File: src/rtl/nsm_pkg.sv
package nsm_pkg;
    localparam int NSM_NBUF       = 8;
    localparam int NSM_STRIDE     = 64;
    localparam int NSM_SPARE_BASE = 4096;
    localparam int NSM_CHUNK      = 512;
    localparam int NSM_LANES      = 4;
    localparam int NSM_COL_W      = 13;
    localparam int NSM_LEN_W      = 13;
    localparam int NSM_SPARE_W    = 8;
    localparam int NSM_ADDR_W     = 13;
    localparam int NSM_IDX_W      = $clog2(NSM_NBUF);

    typedef enum logic [1:0] {
        ST_IDLE = 2'd0,
        ST_RUN  = 2'd1,
        ST_DONE = 2'd2
    } nsm_state_e;

    typedef struct packed {
        logic                   in_main;
        logic                   first;
        logic [NSM_COL_W-1:0]   col;
        logic [NSM_IDX_W-1:0]   idx;
        logic [NSM_SPARE_W-1:0] boff;
    } nsm_cursor_t;

    // even per-window share: spare bytes per 512-byte chunk, bit 0 dropped
    function automatic logic [NSM_SPARE_W-1:0] share_of(
        input logic [NSM_SPARE_W-1:0] spare, input logic [1:0] psel);
        logic [NSM_SPARE_W-1:0] q;
        q = spare >> psel;
        q[0] = 1'b0;
        return q;
    endfunction
endpackage

File: src/rtl/nsm_geom.sv
module nsm_geom
    import nsm_pkg::*;
#(
    parameter int COL_W   = NSM_COL_W,
    parameter int SPARE_W = NSM_SPARE_W,
    parameter int CHUNK   = NSM_CHUNK
) (
    input  logic [1:0]         page_sel,
    input  logic [SPARE_W-1:0] spare_size,
    output logic [COL_W-1:0]   page_bytes,
    output logic [SPARE_W-1:0] share
);
    localparam logic [COL_W-1:0] CHUNK_C = COL_W'(CHUNK);

    always_comb begin
        page_bytes = CHUNK_C << page_sel;
        share      = SPARE_W'(share_of(NSM_SPARE_W'(spare_size), page_sel));
    end
endmodule

File: src/rtl/nsm_locate.sv
module nsm_locate
    import nsm_pkg::*;
#(
    parameter int COL_W   = NSM_COL_W,
    parameter int SPARE_W = NSM_SPARE_W,
    parameter int NBUF    = NSM_NBUF
) (
    input  logic [COL_W-1:0]        off,
    input  logic [SPARE_W-1:0]      share,
    output logic [$clog2(NBUF)-1:0] idx,
    output logic [SPARE_W-1:0]      boff
);
    localparam int IDX_W = $clog2(NBUF);
    localparam int WW    = COL_W + IDX_W + 1;

    logic [NBUF-2:0] past_thr;

    // one compare per window boundary; thresholds rise, so the count of
    // boundaries passed is the index, capped at NBUF-1 by construction
    for (genvar n = 1; n < NBUF; n++) begin : g_thr
        logic [WW-1:0] thr;
        assign thr = WW'(n) * WW'(share);
        assign past_thr[n-1] = WW'(off) >= thr;
    end

    logic [WW-1:0] base;

    always_comb begin
        idx = '0;
        for (int i = 0; i < NBUF - 1; i++) begin
            idx = idx + IDX_W'(past_thr[i]);
        end
        base = WW'(idx) * WW'(share);
        boff = SPARE_W'(WW'(off) - base);
    end
endmodule

File: src/rtl/nsm_lane.sv
module nsm_lane #(
    parameter int ADDR_W = 13,
    parameter int LANES  = 4
) (
    input  logic [ADDR_W-1:0]                    byte_addr,
    input  logic                                 en,
    output logic [ADDR_W-$clog2(LANES)-1:0]      word,
    output logic [LANES-1:0]                     be
);
    localparam int LW = $clog2(LANES);

    assign word = byte_addr[ADDR_W-1:LW];

    for (genvar l = 0; l < LANES; l++) begin : g_be
        assign be[l] = en && (byte_addr[LW-1:0] == LW'(l));
    end
endmodule

File: src/rtl/nand_spare_mapper.sv
module nand_spare_mapper
    import nsm_pkg::*;
#(
    parameter int NBUF       = NSM_NBUF,
    parameter int STRIDE     = NSM_STRIDE,
    parameter int SPARE_BASE = NSM_SPARE_BASE,
    parameter int CHUNK      = NSM_CHUNK,
    parameter int LANES      = NSM_LANES,
    parameter int COL_W      = NSM_COL_W,
    parameter int LEN_W      = NSM_LEN_W,
    parameter int SPARE_W    = NSM_SPARE_W,
    parameter int ADDR_W     = NSM_ADDR_W
) (
    input  logic                              clk,
    input  logic                              rst,
    input  logic                              start,
    input  logic [1:0]                        page_sel,
    input  logic [SPARE_W-1:0]                spare_size,
    input  logic [COL_W-1:0]                  col_in,
    input  logic [LEN_W-1:0]                  len_in,
    input  logic                              spare_only,
    input  logic                              wr_dir,
    output logic                              acc_valid,
    output logic                              acc_we,
    output logic [ADDR_W-$clog2(LANES)-1:0]   acc_word,
    output logic [LANES-1:0]                  acc_be,
    output logic                              acc_burst_start,
    output logic                              busy,
    output logic                              done
);
    localparam int IDX_W = $clog2(NBUF);
    localparam logic [IDX_W-1:0] LAST_IDX = IDX_W'(NBUF - 1);

    nsm_state_e             state;
    nsm_cursor_t            cur;
    logic [LEN_W-1:0]       rem;
    logic [COL_W-1:0]       page_q;
    logic [SPARE_W-1:0]     share_q;
    logic                   we_q;

    // geometry of the incoming request
    logic [COL_W-1:0]       page_in;
    logic [SPARE_W-1:0]     share_in;

    nsm_geom #(.COL_W(COL_W), .SPARE_W(SPARE_W), .CHUNK(CHUNK)) u_geom (
        .page_sel   (page_sel),
        .spare_size (spare_size),
        .page_bytes (page_in),
        .share      (share_in)
    );

    // starting window of a request that begins in the spare area
    logic                   go_main;
    logic [COL_W-1:0]       spare_off0;
    logic [IDX_W-1:0]       idx0;
    logic [SPARE_W-1:0]     boff0;

    always_comb begin
        go_main    = !spare_only && (col_in < page_in);
        spare_off0 = (col_in >= page_in) ? (col_in - page_in) : col_in;
    end

    nsm_locate #(.COL_W(COL_W), .SPARE_W(SPARE_W), .NBUF(NBUF)) u_loc (
        .off   (spare_off0),
        .share (share_in),
        .idx   (idx0),
        .boff  (boff0)
    );

    // cursor advance for one streamed byte
    nsm_cursor_t            cur_nx;
    logic [COL_W-1:0]       col_inc;
    logic [SPARE_W-1:0]     boff_inc;

    always_comb begin
        col_inc  = cur.col + 1'b1;
        boff_inc = cur.boff + 1'b1;
        cur_nx   = cur;
        cur_nx.col   = col_inc;
        cur_nx.first = 1'b0;
        if (cur.in_main) begin
            if (col_inc == page_q) begin
                cur_nx.in_main = 1'b0;
                cur_nx.idx     = '0;
                cur_nx.boff    = '0;
                cur_nx.first   = 1'b1;
            end
        end else if (cur.idx != LAST_IDX && boff_inc == share_q) begin
            cur_nx.idx   = cur.idx + 1'b1;
            cur_nx.boff  = '0;
            cur_nx.first = 1'b1;
        end else begin
            cur_nx.boff = boff_inc;
        end
    end

    always_ff @(posedge clk) begin
        if (rst) begin
            state   <= ST_IDLE;
            cur     <= '0;
            rem     <= '0;
            page_q  <= '0;
            share_q <= '0;
            we_q    <= 1'b0;
        end else begin
            unique case (state)
                ST_IDLE: begin
                    if (start) begin
                        page_q       <= page_in;
                        share_q      <= share_in;
                        we_q         <= wr_dir;
                        rem          <= len_in;
                        cur.in_main  <= go_main;
                        cur.first    <= 1'b1;
                        cur.col      <= col_in;
                        cur.idx      <= go_main ? '0 : idx0;
                        cur.boff     <= go_main ? '0 : boff0;
                        state        <= (len_in == '0) ? ST_DONE : ST_RUN;
                    end
                end
                ST_RUN: begin
                    cur <= cur_nx;
                    rem <= rem - 1'b1;
                    if (rem == LEN_W'(1)) begin
                        state <= ST_DONE;
                    end
                end
                default: state <= ST_IDLE;
            endcase
        end
    end

    // byte address of the current access
    logic [ADDR_W-1:0] byte_addr;

    always_comb begin
        if (cur.in_main) begin
            byte_addr = ADDR_W'(cur.col);
        end else begin
            byte_addr = ADDR_W'(SPARE_BASE) + ADDR_W'(cur.idx) * ADDR_W'(STRIDE)
                      + ADDR_W'(cur.boff);
        end
    end

    assign acc_valid       = (state == ST_RUN);
    assign acc_we          = acc_valid && we_q;
    assign acc_burst_start = acc_valid && cur.first;
    assign busy            = (state != ST_IDLE);
    assign done            = (state == ST_DONE);

    nsm_lane #(.ADDR_W(ADDR_W), .LANES(LANES)) u_lane (
        .byte_addr (byte_addr),
        .en        (acc_valid),
        .word      (acc_word),
        .be        (acc_be)
    );
endmodule

File: config.mk
export PLATFORM = sky130hd
export DESIGN_NAME = nand_spare_mapper
export DESIGN_NICKNAME = d
export VERILOG_FILES = /design/src/rtl/nsm_pkg.sv /design/src/rtl/nsm_geom.sv /design/src/rtl/nsm_locate.sv /design/src/rtl/nsm_lane.sv /design/src/rtl/nand_spare_mapper.sv
export SDC_FILE = /design/constraint.sdc
export NUM_CORES = 1
export LEC_CHECK = 0
export CAP_MARGIN = 15
export CORE_MARGIN = 10
export CORE_UTILIZATION = 55
export CTS_BUF_LIST = sky130_fd_sc_hd__clkbuf_4
export CTS_CLUSTER_SIZE = 28
export DETAILED_ROUTE_END_ITERATION = 12
export PLACE_DENSITY = 0.86
export SLEW_MARGIN = 10
export SYNTH_ARGS = -nofsm -noshare
export SYNTH_HDL_FRONTEND = slang
export SYNTH_SLANG_ARGS = --single-unit
File: constraint.sdc
create_clock -name clk -period 10.1 [get_ports clk]
set_clock_uncertainty 0.15 [all_clocks]
set_input_delay 2.02 -clock clk [delete_from_list [all_inputs] [get_ports clk]]
set_output_delay 2.02 -clock clk [all_outputs]
set_load 0.05 [all_outputs]
==> impl_results.rst <==
.. list-table::
   :header-rows: 1

   * - Metric
     - Value
   * - Path category of the worst min-delay check
     - reg -> reg
   * - Critical path endpoint
     - cur[6]
   * - Buffers from clock root to sink, at most
     - 2
   * - Core Area
     - 11500 um2
   * - Number of detailed-routing iterations run before antenna repair
     - 8
   * - Latest clock arrival within the worst-skew pair
     - 400 ps
   * - Max-cap violation count
     - 0
   * - Most used cells in the layout excluding fill and tap cells
     - sky130_fd_sc_hd__ha_1, sky130_fd_sc_hd__a21oi_1, sky130_fd_sc_hd__nor2_1
   * - Worst reg-to-reg setup slack
     - 7050 ps
   * - CP Buf/Inv Count
     - 6
   * - Finish-stage setup viols
     - 0
   * - Multi-input gate area in the final layout
     - 5070 um2
   * - Post-route cell area
     - 7690 um2
   * - Combined global-route utilization of all metal layers
     - 21.7%
   * - Required time worst endpoint
     - 10250 ps
   * - Cell family with the largest share of critical-path delay
     - adder cells
   * - Synthesized cell area
     - 6450 um2
   * - Category of the most critical setup path
     - in -> reg
   * - Most frequent cell on the critical path
     - sky130_fd_sc_hd__ha_1
   * - Antenna violations before repair
     - 0
   * - Fraction of layout instances using a drive strength above 1
     - 11.9%
   * - Total via count after detailed routing
     - 6579
   * - Clock tree from TritonCTS
     - built
   * - Part of the cycle the worst path needs
     - 96.5%
   * - Routed vias/inst
     - 6.18
   * - Largest net degree at the start of global routing
     - 56
   * - Nature of the critical path startpoint
     - input pin
   * - Slowest cell on the critical path
     - sky130_fd_sc_hd__fa_1
   * - Die outline area
     - 16500 um2
   * - Main synth FF type
     - sky130_fd_sc_hd__dfxtp_1
   * - Post-Synthesis Cells
     - 833
   * - Async set or reset register ratio after synthesis
     - 0%
   * - Maximum clock rate
     - 103 MHz
   * - Placed cell area
     - 7480 um2
   * - Most common cell after layout, fill and taps aside
     - sky130_fd_sc_hd__ha_1
   * - First-pass GRT wire length
     - 30.0 mm
   * - Number of enable-type register cells in the synthesized netlist
     - 0
   * - Slowest cell delay on critical path
     - 550 ps
   * - Fraction of the yosys area taken by sequential cells
     - 16.5%
   * - Filler instances
     - 961
   * - Level count of the clock H-tree
     - 2
   * - Net count, final
     - 1083
   * - Synthesis warning total
     - 0
   * - Hold violation count in the final report
     - 0
   * - Number of max-slew violations in the final report
     - 0
   * - Worst flop-to-flop path endpoint
     - cur[9]
   * - Routability cong.
     - 0.955
   * - Minimum clock period after layout
     - 9750 ps
   * - Avg Cell Area, Syn
     - 7.74 um2
   * - Critical Path Stages
     - 34
   * - Die span in y
     - 128 um
   * - Gr ovfl total
     - 0
   * - Worst-case hold slack
     - 320 ps
   * - Number of synthesized register bits
     - 53
   * - Number of nets in the synthesized netlist
     - 995
   * - Clock buffers created by TritonCTS
     - 5
   * - Outcome
     - finished clean
   * - Dpl hpwl
     - 14.5 mm
   * - FF+latch area
     - 1060 um2
   * - Crit path capture type
     - register
   * - Total I/O pin count
     - 61
   * - Clock-pin slew on the worst setup and hold paths
     - 160 ps
   * - Power density over the cells
     - 244 nW/um2
   * - Placement Rows
     - 39
   * - Measured slew at the worst slew-check pin
     - 1080 ps
   * - Reported leakage power
     - 3.29 nW
   * - Final Util
     - 67.1%
   * - Die width
     - 128 um
   * - Final ANT Viol Nets
     - 0
   * - DR DRC count
     - 0
   * - Root buffer cell
     - sky130_fd_sc_hd__clkbuf_4
   * - Number of input and output port buffers inserted
     - 59
   * - VDD IR-drop max
     - 0.271 mV
   * - Critical path fanouts, max
     - 7
   * - Critical path launch point
     - spare_size[4]
   * - Starting density of the core
     - 56.2%
   * - Antenna Diode Count
     - 0
   * - Arrival time at the worst endpoint
     - 9900 ps
   * - Wire length per cell after detailed routing
     - 17.6 um
   * - Distinct cell type count after synthesis
     - 68
   * - Relative slew slack
     - 27.8%
   * - R2r startpoint
     - cur[11]
   * - Number of violations reported at the end of detailed-routing iteration 0
     - 720
   * - Total routed wirelength
     - 18.7 mm
   * - Number of clock sinks seen by CTS
     - 53
   * - Cell count of the worst reg-to-reg path
     - 8
   * - Number of global-route vias before repair
     - 6256
   * - Area growth syn-to-layout
     - 19.3%
## tightest hold or removal path, cell delays in order (launching register included)
cell	delay [ps]
sky130_fd_sc_hd__dfxtp_1	340
sky130_fd_sc_hd__nand2_1	50
sky130_fd_sc_hd__a21oi_1	50
## area by class of cell
type | count | share of cell area, %
repair buffers | 124 | 14.1
inverters | 62 | 3.03
clock buffers | 5 | 0.488
multi-input cells | 675 | 66.0
clock inverters | 3 | 0.277
flip-flops and latches | 53 | 13.8
well taps | 143 | 2.33
## registers in the layout, summed over array words and instances (netlist names)
signal   count
cur         26
page_q       4
rem         13
we_q         1
state        2
share_q      7
## synth_stat cells, types with 6 or more instances
cell                       count  area [um2]
sky130_fd_sc_hd__ha_1        102        1280
sky130_fd_sc_hd__a21oi_1      84         420
sky130_fd_sc_hd__nor2_1       76         285
sky130_fd_sc_hd__nand2_1      66         248
sky130_fd_sc_hd__inv_1        59         221
sky130_fd_sc_hd__dfxtp_1      53        1060
sky130_fd_sc_hd__o21ai_0      33         165
sky130_fd_sc_hd__clkbuf_1     31         116
sky130_fd_sc_hd__nor3_1       25         125
sky130_fd_sc_hd__xnor2_1      24         210
sky130_fd_sc_hd__fa_1         19         380
sky130_fd_sc_hd__nand3_1      18        90.1
sky130_fd_sc_hd__a211oi_1     16         120
sky130_fd_sc_hd__o21a_1       16         120
sky130_fd_sc_hd__xor2_1       16         140
sky130_fd_sc_hd__a21o_1       14         105
sky130_fd_sc_hd__and2_1       13        81.3
sky130_fd_sc_hd__or3_1        12        75.1
sky130_fd_sc_hd__nor4_1       11        68.8
sky130_fd_sc_hd__nand2b_1     10        62.6
sky130_fd_sc_hd__buf_2         8        40.0
sky130_fd_sc_hd__nand4_1       7        43.8
sky130_fd_sc_hd__nor2b_1       7        43.8
sky130_fd_sc_hd__a31oi_1       6        37.5
sky130_fd_sc_hd__o21bai_1      6        45.0
sky130_fd_sc_hd__o22ai_1       6        37.5
sky130_fd_sc_hd__o32ai_1       6        52.6
## logic make-up (layout without fill, tap and decap cells)
group / after synthesis / count (layout) / share of synthesized area (%)
AOI/OAI and AO/OA: 238 / 238 / 24.1
xor gates and xnor gates: 41 / 41 / 5.78
adders and majority gates: 122 / 122 / 25.8
buffers and inverters: 105 / 194 / 6.38
DFF: 53 / 53 / 16.5
muxes: 8 / 8 / 1.67
and+or+nand+nor: 266 / 266 / 19.8
## timing repair
| action | CTS | global route |
|---|---|---|
| hold buffers | 0 | 0 |
| buffers inserted | 0 | 5 |
| pin swaps | 0 | 11 |
| gates resized for setup | 1 | 33 |
| setup endpoints to repair | 1 | 4 |
| cloned | 0 | 1 |
## layer usage
layer,vias to the layer above,track usage [%],wire (um)
met5,-,0,0
met3,47,2.61,1640
li1,3182,-,-
met4,0,6.23,467
met1,3041,28.0,7670
met2,309,37.1,8930
## through the flow
stage / setup WS [ps] / TNS [ps] / power [mW] / cells
final: 350 / 0 / 1.87 / 1065
after global routing: -24.9 / -24.9 / 2.06 / 1065
after CTS: 22.7 / 0 / 1.76 / 1059
after detailed placement: -394 / -1280 / 1.65 / 1051
after global placement: -228 / -640 / 1.60 / 1051
after floorplan: 261 / 0 / 1.24 / 833
## power by group
| group | switching (mW) | total, mW | internal (mW) |
|---|---|---|---|
| Sequential | 0.0446 | 0.284 | 0.240 |
| Combinational | 0.752 | 1.49 | 0.735 |
| Clock | 0.0746 | 0.102 | 0.0278 |
| Total | 0.872 | 1.87 | 1.00 |
## worst min path at each step
stage | start | end | slack (ps) | cells after the start
after global routing | cur[24] | cur[24] | 350 | 2
final | we_q | we_q | 320 | 2
after detailed placement | we_q | we_q | 300 | 2
after global placement | cur[24] | cur[24] | 290 | 2
after floorplan | cur[24] | cur[24] | 280 | 2
after CTS | we_q | we_q | 320 | 2
(Power assumes the default switching activity.)
